**src/rtl/spi_cmd_pkg.sv**
```systemverilog
package spi_cmd_pkg;
   typedef enum logic [1:0] {
      OP_NONE  = 2'd0,
      OP_MODE  = 2'd1,
      OP_TRACE = 2'd2
   } op_e;
endpackage

```
**src/rtl/spi_cmd_sync.sv**
```systemverilog
module spi_cmd_sync #(
   parameter int unsigned             WIDTH   = 3,
   parameter int unsigned             STAGES  = 2,
   parameter logic [WIDTH-1:0]        RST_VAL = '0
) (
   input  logic             clk,
   input  logic             rst_n,
   input  logic [WIDTH-1:0] d_in,
   output logic [WIDTH-1:0] q_out
);
   if (STAGES < 2) begin : g_bad_stages
      $error("spi_cmd_sync: STAGES must be at least 2");
   end

   logic [WIDTH-1:0] chain [STAGES];

   for (genvar s = 0; s < STAGES; s++) begin : g_stage
      if (s == 0) begin : g_first
         always_ff @(posedge clk or negedge rst_n) begin
            if (!rst_n) chain[s] <= RST_VAL;
            else        chain[s] <= d_in;
         end
      end else begin : g_next
         always_ff @(posedge clk or negedge rst_n) begin
            if (!rst_n) chain[s] <= RST_VAL;
            else        chain[s] <= chain[s-1];
         end
      end
   end

   assign q_out = chain[STAGES-1];
endmodule

```
**src/rtl/spi_cmd_shift.sv**
```systemverilog
module spi_cmd_shift #(
   parameter int unsigned FRAME_BITS = 16
) (
   input  logic                  clk,
   input  logic                  rst_n,
   input  logic                  sck_s,
   input  logic                  mosi_s,
   input  logic                  cs_s,
   output logic                  frame_vld,
   output logic [FRAME_BITS-1:0] frame_word
);
   localparam int unsigned CNT_MAX = FRAME_BITS + 1;
   localparam int unsigned CNT_W   = $clog2(CNT_MAX + 1);

   if (FRAME_BITS < 2) begin : g_bad_frame
      $error("spi_cmd_shift: FRAME_BITS must be at least 2");
   end

   logic                  sck_d, cs_d;
   logic [FRAME_BITS-1:0] shreg;
   logic [CNT_W-1:0]      bit_cnt;
   logic                  sck_rise, cs_rise;

   assign sck_rise = sck_s & ~sck_d & ~cs_s;
   assign cs_rise  = cs_s & ~cs_d;

   always_ff @(posedge clk or negedge rst_n) begin
      if (!rst_n) begin
         sck_d      <= 1'b0;
         cs_d       <= 1'b1;
         shreg      <= '0;
         bit_cnt    <= '0;
         frame_vld  <= 1'b0;
         frame_word <= '0;
      end else begin
         sck_d     <= sck_s;
         cs_d      <= cs_s;
         frame_vld <= 1'b0;
         if (cs_s)
            bit_cnt <= '0;
         else if (sck_rise && bit_cnt != CNT_W'(CNT_MAX))
            bit_cnt <= bit_cnt + 1'b1;
         if (sck_rise)
            shreg <= {shreg[FRAME_BITS-2:0], mosi_s};
         if (cs_rise && bit_cnt == CNT_W'(FRAME_BITS)) begin
            frame_vld  <= 1'b1;
            frame_word <= shreg;
         end
      end
   end

   AST_CNT_BOUND: assert property (@(posedge clk) disable iff (!rst_n)
      bit_cnt <= CNT_W'(CNT_MAX));
   AST_IDLE_CLEARS: assert property (@(posedge clk) disable iff (!rst_n)
      cs_s |=> bit_cnt == '0);
   AST_VLD_EXACT: assert property (@(posedge clk) disable iff (!rst_n)
      frame_vld |-> $past(bit_cnt) == CNT_W'(FRAME_BITS));
endmodule

```
**src/rtl/spi_cmd_decode.sv**
```systemverilog
module spi_cmd_decode
   import spi_cmd_pkg::*;
#(
   parameter int unsigned FRAME_BITS = 16,
   parameter int unsigned CMD_BITS   = 4,
   parameter int unsigned MODE_OP    = 1,
   parameter int unsigned TRACE_OP   = 2,
   parameter int unsigned TRACE_BIT  = 0
) (
   input  logic                           clk,
   input  logic                           rst_n,
   input  logic                           frame_vld,
   input  logic [FRAME_BITS-1:0]          frame_word,
   output logic [FRAME_BITS-CMD_BITS-1:0] mode_q,
   output logic                           trace_q,
   output logic                           upd_stb
);
   localparam int unsigned DATA_BITS = FRAME_BITS - CMD_BITS;

   if (CMD_BITS == 0 || CMD_BITS >= FRAME_BITS) begin : g_bad_split
      $error("spi_cmd_decode: CMD_BITS must lie inside the frame");
   end
   if (TRACE_BIT >= DATA_BITS) begin : g_bad_tbit
      $error("spi_cmd_decode: TRACE_BIT outside payload");
   end
   if (MODE_OP == TRACE_OP) begin : g_bad_ops
      $error("spi_cmd_decode: opcodes must differ");
   end

   logic [CMD_BITS-1:0]  opcode;
   logic [DATA_BITS-1:0] payload;
   op_e                  op;

   assign opcode  = frame_word[FRAME_BITS-1 -: CMD_BITS];
   assign payload = frame_word[DATA_BITS-1:0];

   always_comb begin
      op = OP_NONE;
      if (frame_vld) begin
         if (opcode == CMD_BITS'(MODE_OP))       op = OP_MODE;
         else if (opcode == CMD_BITS'(TRACE_OP)) op = OP_TRACE;
      end
   end

   always_ff @(posedge clk or negedge rst_n) begin
      if (!rst_n) begin
         mode_q  <= '0;
         trace_q <= 1'b0;
         upd_stb <= 1'b0;
      end else begin
         upd_stb <= 1'b0;
         unique case (op)
            OP_MODE: begin
               mode_q  <= payload;
               upd_stb <= 1'b1;
            end
            OP_TRACE: begin
               trace_q <= payload[TRACE_BIT];
               upd_stb <= 1'b1;
            end
            default: ;
         endcase
      end
   end

   AST_STB_ONE_CYCLE: assert property (@(posedge clk) disable iff (!rst_n)
      upd_stb |=> !upd_stb);
   AST_MODE_HOLD: assert property (@(posedge clk) disable iff (!rst_n)
      !upd_stb |-> $stable(mode_q));
   AST_TRACE_HOLD: assert property (@(posedge clk) disable iff (!rst_n)
      !upd_stb |-> $stable(trace_q));
   AST_STB_NEEDS_FRAME: assert property (@(posedge clk) disable iff (!rst_n)
      upd_stb |-> $past(frame_vld));
endmodule

```
**src/rtl/spi_cmd_rx.sv**
```systemverilog
module spi_cmd_rx #(
   parameter int unsigned FRAME_BITS  = 16,
   parameter int unsigned CMD_BITS    = 4,
   parameter int unsigned SYNC_STAGES = 2,
   parameter int unsigned MODE_OP     = 1,
   parameter int unsigned TRACE_OP    = 2,
   parameter int unsigned TRACE_BIT   = 0,
   localparam int unsigned DATA_BITS  = FRAME_BITS - CMD_BITS
) (
   input  logic                 clk,
   input  logic                 rst_n,
   input  logic                 sck,
   input  logic                 mosi,
   input  logic                 cs_n,
   output logic                 miso,
   output logic [DATA_BITS-1:0] mode_reg,
   output logic                 trace_en,
   output logic                 upd_stb
);
   logic [2:0]            pins_s;
   logic                  frame_vld;
   logic [FRAME_BITS-1:0] frame_word;

   // bit 2: select (idles high), bit 1: clock, bit 0: data
   spi_cmd_sync #(
      .WIDTH   (3),
      .STAGES  (SYNC_STAGES),
      .RST_VAL (3'b100)
   ) u_sync (
      .clk   (clk),
      .rst_n (rst_n),
      .d_in  ({cs_n, sck, mosi}),
      .q_out (pins_s)
   );

   spi_cmd_shift #(
      .FRAME_BITS (FRAME_BITS)
   ) u_shift (
      .clk        (clk),
      .rst_n      (rst_n),
      .sck_s      (pins_s[1]),
      .mosi_s     (pins_s[0]),
      .cs_s       (pins_s[2]),
      .frame_vld  (frame_vld),
      .frame_word (frame_word)
   );

   spi_cmd_decode #(
      .FRAME_BITS (FRAME_BITS),
      .CMD_BITS   (CMD_BITS),
      .MODE_OP    (MODE_OP),
      .TRACE_OP   (TRACE_OP),
      .TRACE_BIT  (TRACE_BIT)
   ) u_decode (
      .clk        (clk),
      .rst_n      (rst_n),
      .frame_vld  (frame_vld),
      .frame_word (frame_word),
      .mode_q     (mode_reg),
      .trace_q    (trace_en),
      .upd_stb    (upd_stb)
   );

   assign miso = 1'b0;
endmodule

```
**config.mk**
```make
export PLATFORM = sky130hd
export DESIGN_NAME = spi_cmd_rx
export DESIGN_NICKNAME = d
export VERILOG_FILES = /design/src/rtl/spi_cmd_pkg.sv /design/src/rtl/spi_cmd_sync.sv /design/src/rtl/spi_cmd_shift.sv /design/src/rtl/spi_cmd_decode.sv /design/src/rtl/spi_cmd_rx.sv
export SDC_FILE = /design/constraint.sdc
export NUM_CORES = 1
export LEC_CHECK = 0
export ABC_AREA = 1
export BUFFER_PORTS_ARGS = -buffer_cell sky130_fd_sc_hd__buf_2
export CAP_MARGIN = 20
export CORE_ASPECT_RATIO = 1.75
export CORE_MARGIN = 10
export CORE_UTILIZATION = 50
export CTS_CLUSTER_SIZE = 24
export DETAILED_ROUTE_END_ITERATION = 8
export GPL_TIMING_DRIVEN = 0
export PLACE_DENSITY = 0.79
export SETUP_SLACK_MARGIN = 0.15
export SKIP_LAST_GASP = 1
export SYNTH_ARGS = -nofsm -noshare
export SYNTH_HDL_FRONTEND = slang
export SYNTH_HIERARCHICAL = 1
export SYNTH_SLANG_ARGS = --single-unit
```
**constraint.sdc**
```tcl
create_clock -name clk -period 1.55 [get_ports clk]
set_input_delay 0.0775 -clock clk [delete_from_list [all_inputs] [get_ports clk]]
set_output_delay 0.0775 -clock clk [all_outputs]
set_load 0.01 [all_outputs]
```
# --- Word level (Yosys, flattened, before mapping) ---
# Cells that the tools add are included.
classes:
  add_sub_neg: 1
  eq_ne: 6
  mux: 7
  bitwise: 6
  n_reduce_logical: 4
op_table:
  columns: ["op", "count"]
  rows:
  - ["2-to-1 mux 5 bit", 2]
  - ["2-to-1 mux 2 bit", 3]
  - ["adder 5 x 1 -> 5 bit (second input constant)", 1]
  - ["equality test 5 bit (second input constant)", 1]
  - ["!= test 5 bit (second input constant)", 1]
  - ["equality test 4 x 1 -> 1 bit (second input constant)", 1]
  - ["equality test 4 x 2 -> 1 bit (second input constant)", 1]
  - ["bitwise AND 1 bit", 3]
  - ["inverter 1 bit", 3]
  - ["equality test 2 x 1 -> 1 bit (second input constant)", 1]
  - ["equality test 2 bit (second input constant)", 1]
  - ["logical AND 1 bit", 2]
  - ["2-to-1 mux 1 bit", 2]
  - ["nonzero test 2 bit", 1]
  - ["OR reduction 2 bit", 1]
word_totals:
  register_bits: 60
  inputBits: 5
  output_inout_bits: 15
  elab_cells: 35

# --- Longest topological paths before layout ---
depth:
  word_depth: 7
  depth_mapped: 9
  ltp_nobuf: 9

# --- By module ---
# The synthesis kept the hierarchy.
modules_own_cells:
  columns: ["module", "n_inst", "cells_per_inst", "area_each_um2", "seq_area_each_um2"]
  rows:
  - ["spi_cmd_shift", 1, 180, 1642.8, 1002.2]
  - ["spi_cmd_decode", 1, 66, 654.4, 350.3]
  - ["spi_cmd_sync", 1, 9, 175.2, 152.6]
  - ["spi_cmd_rx", 1, 2, 11.3, 0.0]

# --- Worst setup path after synthesis ---
# Ideal clock, no wire load.
synth_path:
  kind: "reg2reg"
  startpoint: "register u_shift.frame_word[15]"
  endpoint: "register u_decode.trace_q"
  setup_time_ns: 0.127
  t_arrival_ns: 1.284
  required_time_ns: 1.423
  slack_ns: 0.138
  path_stages_with_launch: 6
  path_buffers: 1
  path_cell_list: "dfrtp_1 nor2_4 nand3_4 buf_6 ha_1 mux2_1"
synth_between:
  elab_chain_len: 5
  word_cells_on_any_way: 6
synth_rtl:
  columns: ["element", "line_no", "source"]
  rows:
  - ["from (decl)", "spi_cmd_shift.sv:10", "output logic [FRAME_BITS-1:0] frame_word"]
  - ["from (signal assigned)", "spi_cmd_shift.sv:47", "frame_word <= shreg;"]
  - ["equality test 4 x 2 -> 1 bit", "spi_cmd_decode.sv:41", "else if (opcode == CMD_BITS'(TRACE_OP)) op = OP_TRACE;"]
  - ["2-to-1 mux 2 bit", "spi_cmd_decode.sv:41", null]
  - ["2-to-1 mux 2 bit (*)", "spi_cmd_decode.sv:40", "if (opcode == CMD_BITS'(MODE_OP)) op = OP_MODE;"]
  - ["2-to-1 mux 2 bit (*)", "spi_cmd_decode.sv:39", "if (frame_vld) begin"]
  - ["equality test 2 bit (*)", "spi_cmd_decode.sv:52", "unique case (op)"]
  - ["to (signal assigned)", "spi_cmd_decode.sv:58", "trace_q <= payload[TRACE_BIT];"]
  - ["to (decl)", "spi_cmd_decode.sv:15", "output logic trace_q,"]
# Every way passes the cells marked *; elsewhere a longest branch is shown, timed or not.
# A chain may end at the register's enable or synchronous reset.

# --- Final worst setup path ---
layout_path:
  startpoint: "register u_shift.bit_cnt[0]"
  endpoint: "register u_shift.frame_word[7]"
layout_between:
  elab_chain_len: 2
layout_rtl:
  columns: ["element", "line_no", "source"]
  rows:
  - ["from (decl)", "spi_cmd_shift.sv:21", "logic [CNT_W-1:0] bit_cnt;"]
  - ["from (signal assigned)", "spi_cmd_shift.sv:42", "bit_cnt <= bit_cnt + 1'b1;"]
  - ["equality test 5 bit", "spi_cmd_shift.sv:45", "if (cs_rise && bit_cnt == CNT_W'(FRAME_BITS)) begin"]
  - ["logical AND 1 bit", "spi_cmd_shift.sv:45", null]
# Every way passes these cells.

==> reports/summary.md <==
* **count of placed standard cells in the final layout, fillers left out** 360
* **vias per inst** 4.93
* **Cell Rows** 33
* **final critical-path share of the clock period** 0.908
* **share of cells above drive strength 1** 0.308
* **area overhead of the layout relative to synthesis** 24.4%
* **Post-Syn Area per Cell** 9.66 um2
* **cell at the root of the clock tree** sky130_fd_sc_hd__clkbuf_8
* **number of warning messages in the yosys log** 6
* **timing-limited maximum frequency** 711 MHz
* **delay of the slowest critical-path stage** 0.40 ns
* **cell count after synthesis** 257
* **worst skew pair latency** 0.34 ns
* **# placed instances** 328
* **part of the Yosys area used for sequential elements** 0.606
* **highest-count cells in the layout ignoring fill and taps** sky130_fd_sc_hd__nand2_1 (101), sky130_fd_sc_hd__dfrtp_1 (56), sky130_fd_sc_hd__buf_2 (21), sky130_fd_sc_hd__buf_4 (17), sky130_fd_sc_hd__nand4_1 (14)
* **core area** 0.00475 mm2
* **series of cell instances along the critical path** inv_2, ha_4, nand2_2, nor3_2, nand2_2, buf_4, nand2_1, nand2_1
* **number of vias in the routed layout** 1,775
* **count of unique library cells instantiated by Yosys** 26
* **type of destination of the critical path** register
* **IO buf count** 18
* **final number of hold-violating endpoints** 0
* **final weighted congestion of routability-driven global placement** 0.780
* **Max Cap Violations** 0
* **critical path class** reg -> reg
* **Core Util, Final** 0.651
* **total standard cell area after synthesis** 0.00248 mm2
* **endpoint arrival time on the critical path** 1.63 ns
* **number of antenna violations at the first check in global routing** 0
* **nature of the critical path startpoint** register
* **CP max stage cell** sky130_fd_sc_hd__dfrtp_1
* **async set-or-reset flop fraction in the synthesized netlist** 1.00
* **Max-Slew Margin vs Limit** 0.665
* **maximum number of pins on one net before global-route repair** 40
* **n_diodes** 0
* **height of the die** 113 um
* **H-tree depth** 3
* **IO Count** 20
* **internal power contribution** 2.85 mW
* **Overflow after GRT** 0
* **sequential power share** 0.473
* **Post-layout nets** 312
* **relative contribution of combinational cells to total power** 0.043
* **total power consumption of the routed design** 3.56 mW
* **number of global-route vias before repair** 1,735
* **horizontal die dimension** 73.3 um
* **Clk pwr share** 0.484
* **initial core utilization** 0.523
* **Clock Path Buffers** 2
* **reported leakage power** 1.67 nW
* **Max rail drop VDD** 1.11 mV
* **commonest non-fill, non-tap cell in the layout** sky130_fd_sc_hd__nand2_1
* **number of nets still failing antenna checks after routing** 0
* **wire length of the first global-routing pass** 7430 um
* **data required time of the critical path** 1.77 ns
* **Fin Clk Skew** 0.00864 ns
* **floorplan die area** 0.00830 mm2
* **detailed-route DRC error count** 0
* **max-slew violations** 0
* **Starting DRT DRC Count** 132
* **Worst Reg-to-Reg Cells** 8
* **clock period minus worst slack** 1.41 ns
* **final number of setup-violating endpoints** 0
* **number of nets produced by synthesis** 266
* **result of the run** finished, final reports clean
* **Primary FF master, synth** sky130_fd_sc_hd__dfrtp_1
* **clock tree from TritonCTS** built
* **total negative slack** 0 ns
* **Inserted Clock Buffers** 9
* **power per cell area** 1150 mW/mm2
* **post-synthesis register bit count** 60
* **actual transition at the worst max-transition pin** 0.503 ns
* **clock-pin slew on the worst setup and hold paths** 0.07 ns
* **Wirelength per Cell** 12.6 um
* **RSZ-0062 raised after global routing** yes
* **TritonRoute pass-1 iters** 5
* **Total Routing Usage GR** 0.114
* **estimated wirelength of the detail-placed design** 2880 um
* **number of sinks driven by the clock tree** 60
* **net load switching power** 0.712 mW
* **Net Sw Frac** 0.200
* **worst hold-check path type** in -> async
* **total routed wirelength** 4520 um
* **EDFF count, synth** 0
* **count of fill cells added during filler insertion** 382
* **Critical Path Fanout Max** 5
power by group through the flow:
stage	sequential [mW]	combinational, mW	clock (mW)
global route	1.69	0.176	1.84
detailed placement	1.72	0.129	0
global placement	1.71	0.118	0
CTS	1.69	0.144	1.76
finish	1.69	0.153	1.72
floorplan	1.70	0.0755	0
flip-flops by register name, summed over array words and instances (netlist names):
name                cells
u_shift/frame_word     16
u_shift/bit_cnt         5
u_decode/upd_stb        1
u_decode/mode_q        12
u_shift/frame_vld       1
u_decode/trace_q        1
u_sync/chain            3
u_sync/q_out            3
u_shift/cs_d            1
u_shift/sck_d           1
u_shift/shreg          16
synth_stat cells (2+ instances only):
cell                       instances  area [um2]
sky130_fd_sc_hd__nor2_1            3        11.3
sky130_fd_sc_hd__o21ai_2           5        43.8
sky130_fd_sc_hd__clkbuf_1          2        7.51
sky130_fd_sc_hd__buf_6             3        33.8
sky130_fd_sc_hd__buf_2             5        25.0
sky130_fd_sc_hd__nand3_1           7        35.0
sky130_fd_sc_hd__inv_1            14        52.6
sky130_fd_sc_hd__nand4_1          14        87.6
sky130_fd_sc_hd__dfrtp_1          57        1430
sky130_fd_sc_hd__ha_1              4        50.1
sky130_fd_sc_hd__nand2_1         103         387
sky130_fd_sc_hd__nand2_2          11        68.8
sky130_fd_sc_hd__dfstp_2           3        78.8
sky130_fd_sc_hd__o21ai_0           9        45.0
sky130_fd_sc_hd__buf_4             5        37.5
sky130_fd_sc_hd__inv_2             2        7.51
metrics by stage:
| step | instance area, um2 | hold WS (ns) | worst slack (ns) |
|---|---|---|---|
| 2_1_floorplan | 2490 | -0.218 | 0.161 |
| 3_3_place_gp | 2650 | 0.182 | 0.0971 |
| 3_5_place_dp | 2670 | 0.0666 | 0.0783 |
| 4_1_cts | 2980 | 0.235 | 0.134 |
| 5_1_grt | 3090 | 0.283 | 0.0477 |
| 6_report | 3090 | 0.241 | 0.143 |
metal layers:
| layer | track usage | part of all wire | vias to the layer above |
|---|---|---|---|
| met5 | 0 | 0 | - |
| met4 | 0.0725 | 0.021 | 0 |
| met3 | 0.0464 | 0.067 | 8 |
| met2 | 0.191 | 0.54 | 45 |
| met1 | 0.110 | 0.38 | 826 |
| li1 | - | - | 896 |
final cells by class:
class	count	area, um2	share of cell area
timing repair buffer	35	244	0.0789
sequential	60	1510	0.487
clock buffer	12	155	0.0502
inverter	17	66.3	0.0215
buffer	15	119	0.0385
clock inverter	4	95.1	0.0308
tap	52	65.1	0.0211
multi-input combinational	165	840	0.272
logic make-up (layout without fill, tap and decap cells):
kind of cell	Yosys count	after routing	synth area share
buffers and inverters	32	83	0.0680
adders and majority gates	4	4	0.0202
xor gates and xnor gates	1	1	0.00353
muxes	1	1	0.00453
and+or+nand+nor	143	143	0.257
other	1	1	0.00151
AOI/OAI and AO/OA	15	15	0.0388
DFF	60	60	0.606
worst max-delay path, delay by kind of cell (launching register included):
kind	cells	cell delay, ns
buf+inv	2	0.28
simple gates	5	0.48
flops	1	0.40
fa+ha+maj	1	0.13
timing repair:
| item | in CTS | in global routing |
|---|---|---|
| hold endpoints to repair | 24 | 0 |
| setup buffers | 3 | 7 |
| gates resized for setup | 1 | 20 |
| hold buffers | 4 | 0 |
| gates cloned | 0 | 2 |
| setup endpoints to repair | 8 | 34 |
| pin swaps | 1 | 4 |
final timing paths:
path / from / endpoint / slack, ns
hold / removal: rst_n / u_decode/mode_q[3] / 0.24
hold reg to reg: u_sync/chain[3] / u_sync/q_out[0] / 0.35
setup / recovery: u_shift/bit_cnt[0] / u_shift/frame_word[7] / 0.14
max in group asynchronous: rst_n / u_sync/chain[5] / 0.67
min in group clk: u_sync/chain[3] / u_sync/q_out[0] / 0.35
setup reg to reg: u_shift/bit_cnt[0] / u_shift/frame_word[7] / 0.14
Note: power is estimated with default switching activity, not from simulation.
